<file path="src/rtl/sysreg_pkg.sv">
package sysreg_pkg;
  localparam int IDX_W  = 5;
  localparam int DATA_W = 32;

  // register indices (fixed by the core's instruction decode)
  localparam logic [IDX_W-1:0] SR_EPC   = 5'd0;
  localparam logic [IDX_W-1:0] SR_EPSW  = 5'd1;
  localparam logic [IDX_W-1:0] SR_FPC   = 5'd2;
  localparam logic [IDX_W-1:0] SR_FPSW  = 5'd3;
  localparam logic [IDX_W-1:0] SR_CAUSE = 5'd4;
  localparam logic [IDX_W-1:0] SR_STAT  = 5'd5;
  localparam logic [IDX_W-1:0] SR_PID   = 5'd6;
  localparam logic [IDX_W-1:0] SR_TCTL  = 5'd7;
  localparam logic [IDX_W-1:0] SR_CACHE = 5'd24;
  localparam logic [IDX_W-1:0] SR_TRAP  = 5'd25;
  localparam logic [IDX_W-1:0] SR_SCR_A = 5'd29;
  localparam logic [IDX_W-1:0] SR_FIX   = 5'd30;
  localparam logic [IDX_W-1:0] SR_SCR_B = 5'd31;

  localparam logic [DATA_W-1:0] STAT_MASK = 32'h000F_F3FF;
  localparam logic [DATA_W-1:0] STAT_RST  = 32'h0000_8000;
  localparam logic [DATA_W-1:0] PID_VAL   = 32'h0000_5346;
  localparam logic [DATA_W-1:0] TCTL_VAL  = 32'h0000_00E0;
  localparam logic [DATA_W-1:0] FIX_VAL   = 32'h0000_0004;
  localparam int                CACHE_BIT = 1;

  // storage slots, one per writable register
  localparam int NSLOT   = 10;
  localparam int SL_STAT = 5;
  localparam logic [NSLOT-1:0][IDX_W-1:0] SLOT_IDX = {
    SR_SCR_B, SR_SCR_A, SR_TRAP, SR_CACHE, SR_STAT,
    SR_CAUSE, SR_FPSW, SR_FPC, SR_EPSW, SR_EPC};
  localparam int SL_CAUSE = 4;

  typedef logic [NSLOT-1:0][DATA_W-1:0] slot_vec_t;
endpackage

</file>
<file path="src/rtl/sysreg_cell.sv">
module sysreg_cell #(
  parameter int            W   = 32,
  parameter logic [W-1:0]  RST = '0
) (
  input  logic         clk,
  input  logic         rst_n,
  input  logic         en,
  input  logic [W-1:0] d,
  output logic [W-1:0] q
);
  logic [W-1:0] q_nx;

  always_comb begin
    q_nx = q;
    if (en) q_nx = d;
  end

  always_ff @(posedge clk or negedge rst_n) begin
    if (!rst_n) q <= RST;
    else        q <= q_nx;
  end
endmodule

</file>
<file path="src/rtl/sysreg_wxform.sv">
module sysreg_wxform
  import sysreg_pkg::*;
(
  input  logic [IDX_W-1:0]  wr_idx,
  input  logic [DATA_W-1:0] wr_data,
  input  logic              dbg_mode,
  input  logic [DATA_W-1:0] cur_cause,
  output logic [DATA_W-1:0] stored
);
  logic [DATA_W-1:0] magnitude;

  always_comb begin
    magnitude = wr_data;
    if (!dbg_mode && wr_data[DATA_W-1]) magnitude = ~wr_data + 1'b1;
  end

  always_comb begin
    stored = '0;
    case (wr_idx)
      SR_EPC, SR_FPC, SR_TRAP:   stored = {wr_data[DATA_W-1:1], 1'b0};
      SR_EPSW, SR_FPSW, SR_STAT: stored = wr_data & STAT_MASK;
      SR_CAUSE:                  stored = dbg_mode ? wr_data : cur_cause;
      SR_PID:                    stored = PID_VAL;
      SR_TCTL:                   stored = TCTL_VAL;
      SR_FIX:                    stored = FIX_VAL;
      SR_CACHE:                  stored[CACHE_BIT] = wr_data[CACHE_BIT];
      SR_SCR_A:                  stored = wr_data;
      SR_SCR_B:                  stored = magnitude;
      default:                   stored = '0;
    endcase
  end
endmodule

</file>
<file path="src/rtl/sysreg_store.sv">
module sysreg_store
  import sysreg_pkg::*;
(
  input  logic              clk,
  input  logic              rst_n,
  input  logic              wr_en,
  input  logic [IDX_W-1:0]  wr_idx,
  input  logic [DATA_W-1:0] wr_val,
  output slot_vec_t         slots
);
  for (genvar g = 0; g < NSLOT; g++) begin : g_slot
    localparam logic [DATA_W-1:0] RST_V = (g == SL_STAT) ? STAT_RST : '0;
    logic hit;
    assign hit = wr_en && (wr_idx == SLOT_IDX[g]);
    sysreg_cell #(.W(DATA_W), .RST(RST_V)) u_cell (
      .clk  (clk),
      .rst_n(rst_n),
      .en   (hit),
      .d    (wr_val),
      .q    (slots[g])
    );
  end
endmodule

</file>
<file path="src/rtl/sysreg_rdmux.sv">
module sysreg_rdmux
  import sysreg_pkg::*;
(
  input  logic [IDX_W-1:0]  rd_idx,
  input  slot_vec_t         slots,
  output logic [DATA_W-1:0] rd_data
);
  always_comb begin
    rd_data = '0;
    for (int s = 0; s < NSLOT; s++) begin
      if (rd_idx == SLOT_IDX[s]) rd_data = slots[s];
    end
    case (rd_idx)
      SR_PID:  rd_data = PID_VAL;
      SR_TCTL: rd_data = TCTL_VAL;
      SR_FIX:  rd_data = FIX_VAL;
      default: ;
    endcase
  end
endmodule

</file>
<file path="src/rtl/sysreg_file.sv">
module sysreg_file
  import sysreg_pkg::*;
(
  input  logic              clk,
  input  logic              rst_n,
  input  logic              dbg_mode,
  input  logic              wr_en,
  input  logic [IDX_W-1:0]  wr_idx,
  input  logic [DATA_W-1:0] wr_data,
  output logic [DATA_W-1:0] wr_stored,
  input  logic [IDX_W-1:0]  rd_idx,
  output logic [DATA_W-1:0] rd_data,
  output logic [DATA_W-1:0] status_word
);
  slot_vec_t slots;

  sysreg_wxform u_wx (
    .wr_idx   (wr_idx),
    .wr_data  (wr_data),
    .dbg_mode (dbg_mode),
    .cur_cause(slots[SL_CAUSE]),
    .stored   (wr_stored)
  );

  sysreg_store u_st (
    .clk   (clk),
    .rst_n (rst_n),
    .wr_en (wr_en),
    .wr_idx(wr_idx),
    .wr_val(wr_stored),
    .slots (slots)
  );

  sysreg_rdmux u_rd (
    .rd_idx (rd_idx),
    .slots  (slots),
    .rd_data(rd_data)
  );

  assign status_word = slots[SL_STAT];
endmodule

</file>
<file path="config.mk">
export PLATFORM = sky130hd
export DESIGN_NAME = sysreg_file
export DESIGN_NICKNAME = d
export VERILOG_FILES = /design/src/rtl/sysreg_pkg.sv /design/src/rtl/sysreg_cell.sv /design/src/rtl/sysreg_wxform.sv /design/src/rtl/sysreg_store.sv /design/src/rtl/sysreg_rdmux.sv /design/src/rtl/sysreg_file.sv
export SDC_FILE = /design/constraint.sdc
export NUM_CORES = 1
export LEC_CHECK = 0
export BUFFER_PORTS_ARGS = -buffer_cell sky130_fd_sc_hd__buf_2
export CAP_MARGIN = 20
export CORE_UTILIZATION = 50
export CTS_CLUSTER_DIAMETER = 120
export DETAILED_ROUTE_END_ITERATION = 7
export PLACE_DENSITY = 0.69
export SLEW_MARGIN = 15
export SYNTH_ARGS = -nofsm -noshare
export SYNTH_HDL_FRONTEND = slang
export SYNTH_SLANG_ARGS = --single-unit
export TNS_END_PERCENT = 5
</file>
<file path="constraint.sdc">
create_clock -name clk -period 3.85 [get_ports clk]
set_clock_uncertainty 0.1 [all_clocks]
set_input_delay 0.5775 -clock clk [delete_from_list [all_inputs] [get_ports clk]]
set_output_delay 0.5775 -clock clk [all_outputs]
set_load 0.01 [all_outputs]
</file>
# Word-level counts from Yosys, hierarchy flattened

Index checks and enable logic that the tools add are counted.
Widths: inputs -> output; s select.

Input port bits: 46
Bits in registers: 320
Output and inout port bits: 96

Equal/unequal tests: 24
Reductions and logical operators: 18
Bitwise gates (word level): 1
$add $sub $neg: 1
Muxes and demuxes: 16

Operators with widths:

| operator              | number |
|---|---|
| $mux 32               | 12 |
| $pmux 30 s7           | 1 |
| $pmux 32 s3           | 1 |
| $eq 5x5->1 const B    | 10 |
| $eq 5x3->1 const B    | 8 |
| $add 32x1->32 const B | 1 |
| $not 32->32           | 1 |
| $eq 5x2->1 const B    | 4 |
| $logic_and 1x1->1     | 11 |
| $eq 5x1->1 const B    | 2 |
| $logic_not 5->1       | 2 |
| $reduce_or 4->1       | 2 |
| $reduce_or 8->1       | 1 |
| $pmux 1 s4            | 1 |
| $pmux 1 s3            | 1 |
| $reduce_or 3->1       | 1 |
| $logic_not 1->1       | 1 |

# Longest topological paths before layout

Gate-level depths: netlist of run 1.

Depth in word-level cells: 12
Mapped depth: 9
Gate-level depth less buffers: 8

# Modules after synthesis

From an unflattened synthesis of run 1, not the netlist that was laid out.

Cells, all modules: 1481
Area, all modules: 18545.3 sq um

By module, submodules not included:

| module                                   | cells an instance | seq. area each (sq um) | times used | area an instance (sq um) |
|---|---|---|---|---|
| sysreg_cell at u_st.g_slot[0].u_cell ... | 68                | 800.8                  | 9          | 1345.0 |
| sysreg_rdmux                             | 527               | 0.0                    | 1          | 3379.5 |
| sysreg_wxform                            | 258               | 0.0                    | 1          | 1615.3 |
| sysreg_cell at u_st.g_slot[5].u_cell     | 68                | 802.0                  | 1          | 1346.3 |
| sysreg_store                             | 16                | 0.0                    | 1          | 98.8 |

# Worst setup path before layout of run 1

No wires, ideal clock.

Path kind: input -> output
Start point: input port wr_data[1]
End point: output port wr_stored[28]
Data required time: 3172 ps
Setup slack: 318 ps
Arrival time: 2855 ps
Stages on the path: 8
Buffers on the path: 0
Cells stage by stage: inv_1 ha_1 or4b_2 nor4b_1 and3_1 mux2_2 a221oi_1 nand2_1

Longest elaborated chain between the ends: 4

Ends and longest elaborated chain:

| what               | RTL line            | text |
|---|---|---|
| start: declaration | sysreg_file.sv:9    | `input logic [DATA_W-1:0] wr_data,` |
| $not 32->32        | sysreg_wxform.sv:14 | `if (!dbg_mode && wr_data[DATA_W-1]) magnitude = ~wr_data + 1'b1;` |
| $add 32x1->32      | sysreg_wxform.sv:14 |  |
| $mux 32            | sysreg_wxform.sv:14 |  |
| $pmux 30 s7        | sysreg_wxform.sv:19 | `case (wr_idx)` |
| end: declaration   | sysreg_file.sv:10   | `output logic [DATA_W-1:0] wr_stored,` |

Every way passes these cells.

# Worst setup path in the final report of run 1

Start point: input port wr_data[11]
End point: output port wr_stored[16]

Same word-level chain as after synthesis.

==> flow_metrics.env, run 1 <==
export IMPL_status="finished, violations left"
export IMPL_violations="hold timing"
export IMPL_power_density_mw_per_mm2=464
export IMPL_reg2regPathDepth=6
export IMPL_async_reset_ff_share_pct=100
export IMPL_drv_cap=0
export IMPL_holdBufCountCts=0
export IMPL_largest_reg_flops=320
export IMPL_ant_nets=0
export IMPL_critPathBufInv=4
export IMPL_core_area_mm2=0.0298
export IMPL_setup_slack_ns=0.198
export IMPL_r2r_end="u_st.g_slot[7].u_cell.q[2]"
export IMPL_antenna_found_initial=1
export IMPL_top_register="u_st.g_slot.u_cell.q"
export IMPL_first_global_vias=12738
export IMPL_drive_gt1_share_pct=18.7
export IMPL_die_w_um=177
export IMPL_syn_inst=1644
export IMPL_syn_area_mm2=0.0152
export IMPL_postCtsSetupBuffers=0
export IMPL_postSynthAreaPerCell_um2=9.27
export IMPL_relSlewSlack_pct=46.1
export IMPL_hold_viol_final=29
export IMPL_vias=13360
export IMPL_drv_slew=0
export IMPL_hpwl_mm=33.5
export IMPL_totalWireLength_mm=49.7
export IMPL_antenna_cells=0
export IMPL_r2r_start="u_st.g_slot[4].u_cell.q[2]"
export IMPL_max_freq_ghz=0.274
export IMPL_worstSkewPairLatency_ns=0.51
export IMPL_crit_type="input port to output pin"
export IMPL_fp_dieArea_mm2=0.0312
export IMPL_p_leak_nw=8.37
export IMPL_grt_pass1_wl_mm=76.8
export IMPL_tns_ns=0
export IMPL_gp_congestion=0.966
export IMPL_rsz0062_at_grt="false"
export IMPL_vias_per_cell=6.13
export IMPL_initial_utilization_pct=51.1
export IMPL_io_buffers=141
export IMPL_syn_num_nets=1691
export IMPL_worstMarginPinSlew_ns=0.804
export IMPL_cts_buffers=34
export IMPL_setup_worst_path_start_class="input port"
export IMPL_min_period_ns=3.65
export IMPL_ys_warn_count=0
export IMPL_dpl_instance_area_mm2=0.0166
export IMPL_syn2layout_area_growth_pct=16.5
export IMPL_drc=0
export IMPL_cts_repair_resized=0
export IMPL_hold_path_class="input port to async pin"
export IMPL_cts_path_max_buffers=3
export IMPL_cts_tree="yes"
export IMPL_timing_hold_ws_ns=-0.0675
export IMPL_ys_seq_area_share_pct=52.6
export IMPL_drt_iter0_markers=1555
export IMPL_path_clk_slew_ns=0.06
export IMPL_htreeDepth=2
export IMPL_io_pins=142
export IMPL_final_core_util_pct=59.6
export IMPL_cp_data_required_time_ns=3.17
export IMPL_cp_top_family="simple AND/OR/NAND/NOR gates"
export IMPL_place_inst=2119
export IMPL_post_place_ws_ns=0.159
export IMPL_end_kind="output pin"
export IMPL_die_h_um=177
export IMPL_design_area_mm2=0.0177
export IMPL_synth_edf_count=0
export IMPL_path_cells="buf_2 -> or4_4 -> or4_1 -> buf_4 -> o31ai_4 -> mux2i_1 -> a221oi_4 -> inv_1 -> buf_2"
export IMPL_cts_root_buf="clkbuf_16"
export IMPL_min_period_over_period_pct=94.9
export IMPL_crit_fanout=5
export IMPL_nets=1812
export IMPL_clock_sinks=320
export IMPL_finalSetupViolations=0
export IMPL_r2r_setup_slack_ns=1.96
export IMPL_crit_slowest_cell="or4_1"
export IMPL_synth_ff_type="dfrtp_1"
export IMPL_firstDrtPassIters=7
export IMPL_instances_no_fill=2179
export IMPL_wire_per_inst_um=22.8
export IMPL_num_rows=63
export IMPL_cpMostUsedCell="buf_2"
export IMPL_overflow=0
export IMPL_grt_max_degree=116
export IMPL_ys_ff_latch=320
export IMPL_grtUsageTotal_pct=32.4
export IMPL_crit_arrival_ns=2.97
export IMPL_synth_cell_types=70
export IMPL_ir_drop_uv=309
export IMPL_reg_top3="u_st.g_slot.u_cell.q: 320 flops"
export IMPL_finalPower_mw=8.23
export IMPL_cpPeakStageDelay_ns=0.58
==> Yosys cell counts, drive strengths merged, types with 6 or more instances <==
library cell    n  area share, %
a21o            8           0.39
a21oi          79            2.6
a221oi         40            2.5
a222oi         22            1.4
a22o            9           0.52
a22oi          34            1.7
a31oi          15           0.62
and2           39            1.6
and3           15           0.62
buf            37            1.7
clkbuf        114            2.8
dfrtp         319             52
inv            20           0.49
mux2           13           0.96
mux2i          24            1.6
nand2         292            7.2
nand2b          8           0.33
nand3          38            1.2
nand3b          9           0.44
nor2           78            1.9
nor2b          49            2.0
nor3           21           0.69
nor4            9           0.47
o21ai         255            8.4
o221ai          6           0.39
o22ai          10           0.41
o32ai           7           0.40
or2             8           0.33
or4             6           0.32
==> placed cells by master, fill, tap and decap left out, types with 6 or more instances in the layout <==
cell       instances
a21o_1             8
a21oi_1           78
a221oi_1          37
a222oi_1          22
a22o_1             9
a22oi_1           34
a31oi_1           15
and2_1            37
and3_1            14
buf_12             7
buf_2            140
buf_4             88
clkbuf_1           6
clkbuf_16         37
clkbuf_8           7
clkinv_2           6
dfrtp_1          319
inv_1             20
mux2_2            13
mux2i_1           24
nand2_1          291
nand2b_1           8
nand3_1           37
nand3b_1           9
nor2_1            75
nor2b_1           49
nor3_1            18
nor4_1             7
o21ai_0          242
o21ai_1           13
o22ai_1           10
o32ai_1            7
or2_2              8
==> how the worst max path moves through the flow <==
| stage | startpoint | slack [ns] | end | depth (start not counted) |
|---|---|---|---|---|
| 3_3_place_gp | wr_data[1] | 0.18 | wr_stored[28] | 11 |
| 2_1_floorplan | wr_data[1] | 0.32 | wr_stored[28] | 8 |
| 4_1_cts | wr_data[0] | 0.15 | wr_stored[28] | 11 |
| 5_1_grt | wr_data[1] | 0.1 | wr_stored[28] | 11 |
| 3_5_place_dp | wr_data[1] | 0.16 | wr_stored[28] | 11 |
| 6_report | wr_data[11] | 0.20 | wr_stored[16] | 9 |
==> layer usage <==
metal  wire length (um)  global-route usage [%]  up-vias
li1                   -                       -     6070
met1              22400                    49.6     6529
met2              21600                    47.2      676
met3               4500                    5.47       83
met4               1210                    9.16        2
met5                 13                       0        -
==> kinds of logic after synthesis <==
logic type                 synth area share (%)
adders and majority gates                0.0821
muxes                                      2.54
xor gates and xnor gates                  0.345
buffers and inverters                      5.01
AOI/OAI and AO/OA                          21.4
and+or+nand+nor                            18.1
DFF                                        52.6
==> report_power, final <==
group          internal [mW]  switching [mW]
clock                   2.02            1.35
sequential              3.68           0.232
combinational          0.353           0.596
total                   6.05            2.18
==> layout make-up <==
class	count	area, um^2
Fill cell	2598	12000
Sequential cell	320	8010
Multi-Input combinational cell	1153	6510
Timing Repair Buffer	236	1520
Clock buffer	50	1040
Tap cell	390	488
Clock inverter	10	106
Inverter	20	75.1
No activity file was read; power rests on OpenSTA's default activity.
==> run 2, diff against run 1 <==
PLACE_DENSITY = not set   (was 0.69)
PLACE_DENSITY_LB_ADDON = 0.05   (was not set)
==> run 2 against run 1 <==
Against the previous run: the run now ends clean; via count is 0.85% lower; combinational power is 0.6% higher; critical endpoint is now wr_stored[28]; sequential cell count stayed put; clock-buffer cell count is 4 lower; critical path type unchanged; largest power group unchanged.
==> flow_metrics.env, run 2 (synthesis results as in run 1) <==
export IMPL_tns_ns=0
export IMPL_drt_iter0_markers=1264
export IMPL_power_density_mw_per_mm2=457
export IMPL_clock_sinks=320
export IMPL_io_pins=142
export IMPL_postCtsSetupBuffers=0
export IMPL_core_area_mm2=0.0298
export IMPL_io_buffers=141
export IMPL_worstSkewPairLatency_ns=0.52
export IMPL_worstMarginPinSlew_ns=0.929
export IMPL_firstDrtPassIters=6
export IMPL_cts_root_buf="clkbuf_16"
export IMPL_ant_nets=0
export IMPL_totalWireLength_mm=50.8
export IMPL_hpwl_mm=34.3
export IMPL_cp_data_required_time_ns=3.17
export IMPL_crit_arrival_ns=2.98
export IMPL_grt_max_degree=105
export IMPL_r2r_end="u_st.g_slot[8].u_cell.q[6]"
export IMPL_ir_drop_uv=300
export IMPL_crit_fanout=3
export IMPL_drv_cap=0
export IMPL_cpPeakStageDelay_ns=0.65
export IMPL_max_freq_ghz=0.273
export IMPL_drv_slew=0
export IMPL_min_period_ns=3.66
export IMPL_min_period_over_period_pct=95.0
export IMPL_initial_utilization_pct=51.1
export IMPL_crit_slowest_cell="or4b_2"
export IMPL_seq_area_mm2=0.00801
export IMPL_finalPower_mw=8.11
export IMPL_vias=13246
export IMPL_gp_congestion=0.956
export IMPL_hold_path_class="input port to flip-flop"
export IMPL_first_global_vias=12634
export IMPL_hold_viol_final=0
export IMPL_fillCellCount=2697
export IMPL_multi_input_area_mm2=0.00651
export IMPL_crit_type="input port to output pin"
export IMPL_top_register="u_st.g_slot.u_cell.q"
export IMPL_cts_tree="yes"
export IMPL_largest_reg_flops=320
export IMPL_startpoint="wr_data[1]"
export IMPL_grtUsageTotal_pct=33.2
export IMPL_path_clk_slew_ns=0.06
export IMPL_r2r_start="u_st.g_slot[4].u_cell.q[6]"
export IMPL_final_cell_mix="319 x dfrtp_1, 291 x nand2_1, 242 x o21ai_0"
export IMPL_vias_per_cell=6.05
export IMPL_nets=1819
export IMPL_relSlewSlack_pct=38.1
export IMPL_fp_dieArea_mm2=0.0312
export IMPL_antenna_found_initial=1
export IMPL_reg2regPathDepth=4
export IMPL_wire_per_inst_um=23.2
export IMPL_reg_top3="u_st.g_slot.u_cell.q: 320 flops"
export IMPL_path_cells="buf_2 -> inv_1 -> ha_1 -> or4b_2 -> nor4b_1 -> buf_4 -> and3_1 -> mux2_2 -> a221oi_2 -> nand2_1 -> buf_2"
export IMPL_grt_pass1_wl_mm=77.6
export IMPL_final_common_cell="dfrtp_1"
export IMPL_finalSetupViolations=0
export IMPL_setup_worst_path_start_class="input port"
export IMPL_drive_gt1_share_pct=19.3
export IMPL_timing_hold_ws_ns=0.269
export IMPL_end_kind="output pin"
export IMPL_cpMostUsedCell="buf_2"
export IMPL_htreeDepth=2
export IMPL_overflow=0
export IMPL_p_leak_nw=8.38
export IMPL_rsz0062_at_grt="false"
export IMPL_status="finished clean"
export IMPL_r2r_setup_slack_ns=1.86
export IMPL_cts_path_max_buffers=3
export IMPL_cts_buffers=35
export IMPL_drc=0
export IMPL_die_h_um=177
export IMPL_num_rows=63
export IMPL_die_w_um=177
export IMPL_setup_worst_path_end="wr_stored[28]"
export IMPL_syn2layout_area_growth_pct=16.5
run 2: cell types whose count changed in the layout (fill, tap and decap cells not counted), sizes merged:
cell	before	now
buf	236	241
bufinv	2	0
clkbuf	50	46
clkinv	7	13
clkinvlp	1	2
diode	0	1
dlygate4sd3	0	1
inv	20	21
run 2: worst min-delay path by stage:
stage / startpoint / endpoint / slack [ns] / cells past startpoint
after floorplan: rst_n / u_st.g_slot[0].u_cell.q[0] / 0.18 / 0
after global placement: u_st.g_slot[8].u_cell.q[21] / u_st.g_slot[8].u_cell.q[21] / 0.36 / 2
after detailed placement: u_st.g_slot[8].u_cell.q[21] / u_st.g_slot[8].u_cell.q[21] / 0.36 / 2
after CTS: wr_data[28] / u_st.g_slot[4].u_cell.q[28] / 0.24 / 2
after global routing: wr_data[28] / u_st.g_slot[4].u_cell.q[28] / 0.27 / 2
final: wr_data[28] / u_st.g_slot[4].u_cell.q[28] / 0.27 / 2
run 2: per-layer routing:
layer	vias up	part of all wire, %	track usage (%)
li1	6079	-	-
met2	615	43	47.9
met5	-	0	0
met1	6467	46	49.9
met4	0	2.2	8.37
met3	85	9.6	7.92
run 2: stage by stage:
stage / setup WS, ns / instance area, um^2 / cells / util (%)
after floorplan: 0.318 / 15200 / 1644 / -
after global placement: 0.167 / 16600 / 2124 / 55.8
after detailed placement: 0.109 / 16600 / 2124 / 55.8
after CTS: 0.111 / 17700 / 2187 / 59.5
after global routing: 0.0628 / 17700 / 2187 / 59.6
final: 0.192 / 17800 / 2188 / 59.6
run 2: layout make-up:
cell class / instances / area share (%)
inverter: 20 / 0.423
clock buffer: 46 / 5.68
timing repair buffer: 242 / 8.74
sequential: 320 / 45.1
antenna: 1 / 0.0141
multi-input combinational: 1153 / 36.7
clock inverter: 16 / 0.585
tap: 390 / 2.75
run 2: critical path, delay by kind of cell:
family	cells	cell delay, ns
mux	1	0.34
simple gates	4	1.20
buf+inv	4	0.49
compound gates	1	0.22
fa+ha+maj	1	0.15
run 2: repair_timing:
action / 4_1_cts / 5_1_grt
endpoints found under the hold margin: 62 / 0
gates resized for setup: 0 / 1
hold buffers: 1 / 0
endpoints found under the setup margin: 0 / 1
run 2: power by group:
group / switching [mW] / internal [mW] / total, mW
registers: 0.237 / 3.68 / 3.92
logic: 0.598 / 0.357 / 0.955
clock network: 1.38 / 1.85 / 3.24
total: 2.22 / 5.89 / 8.11
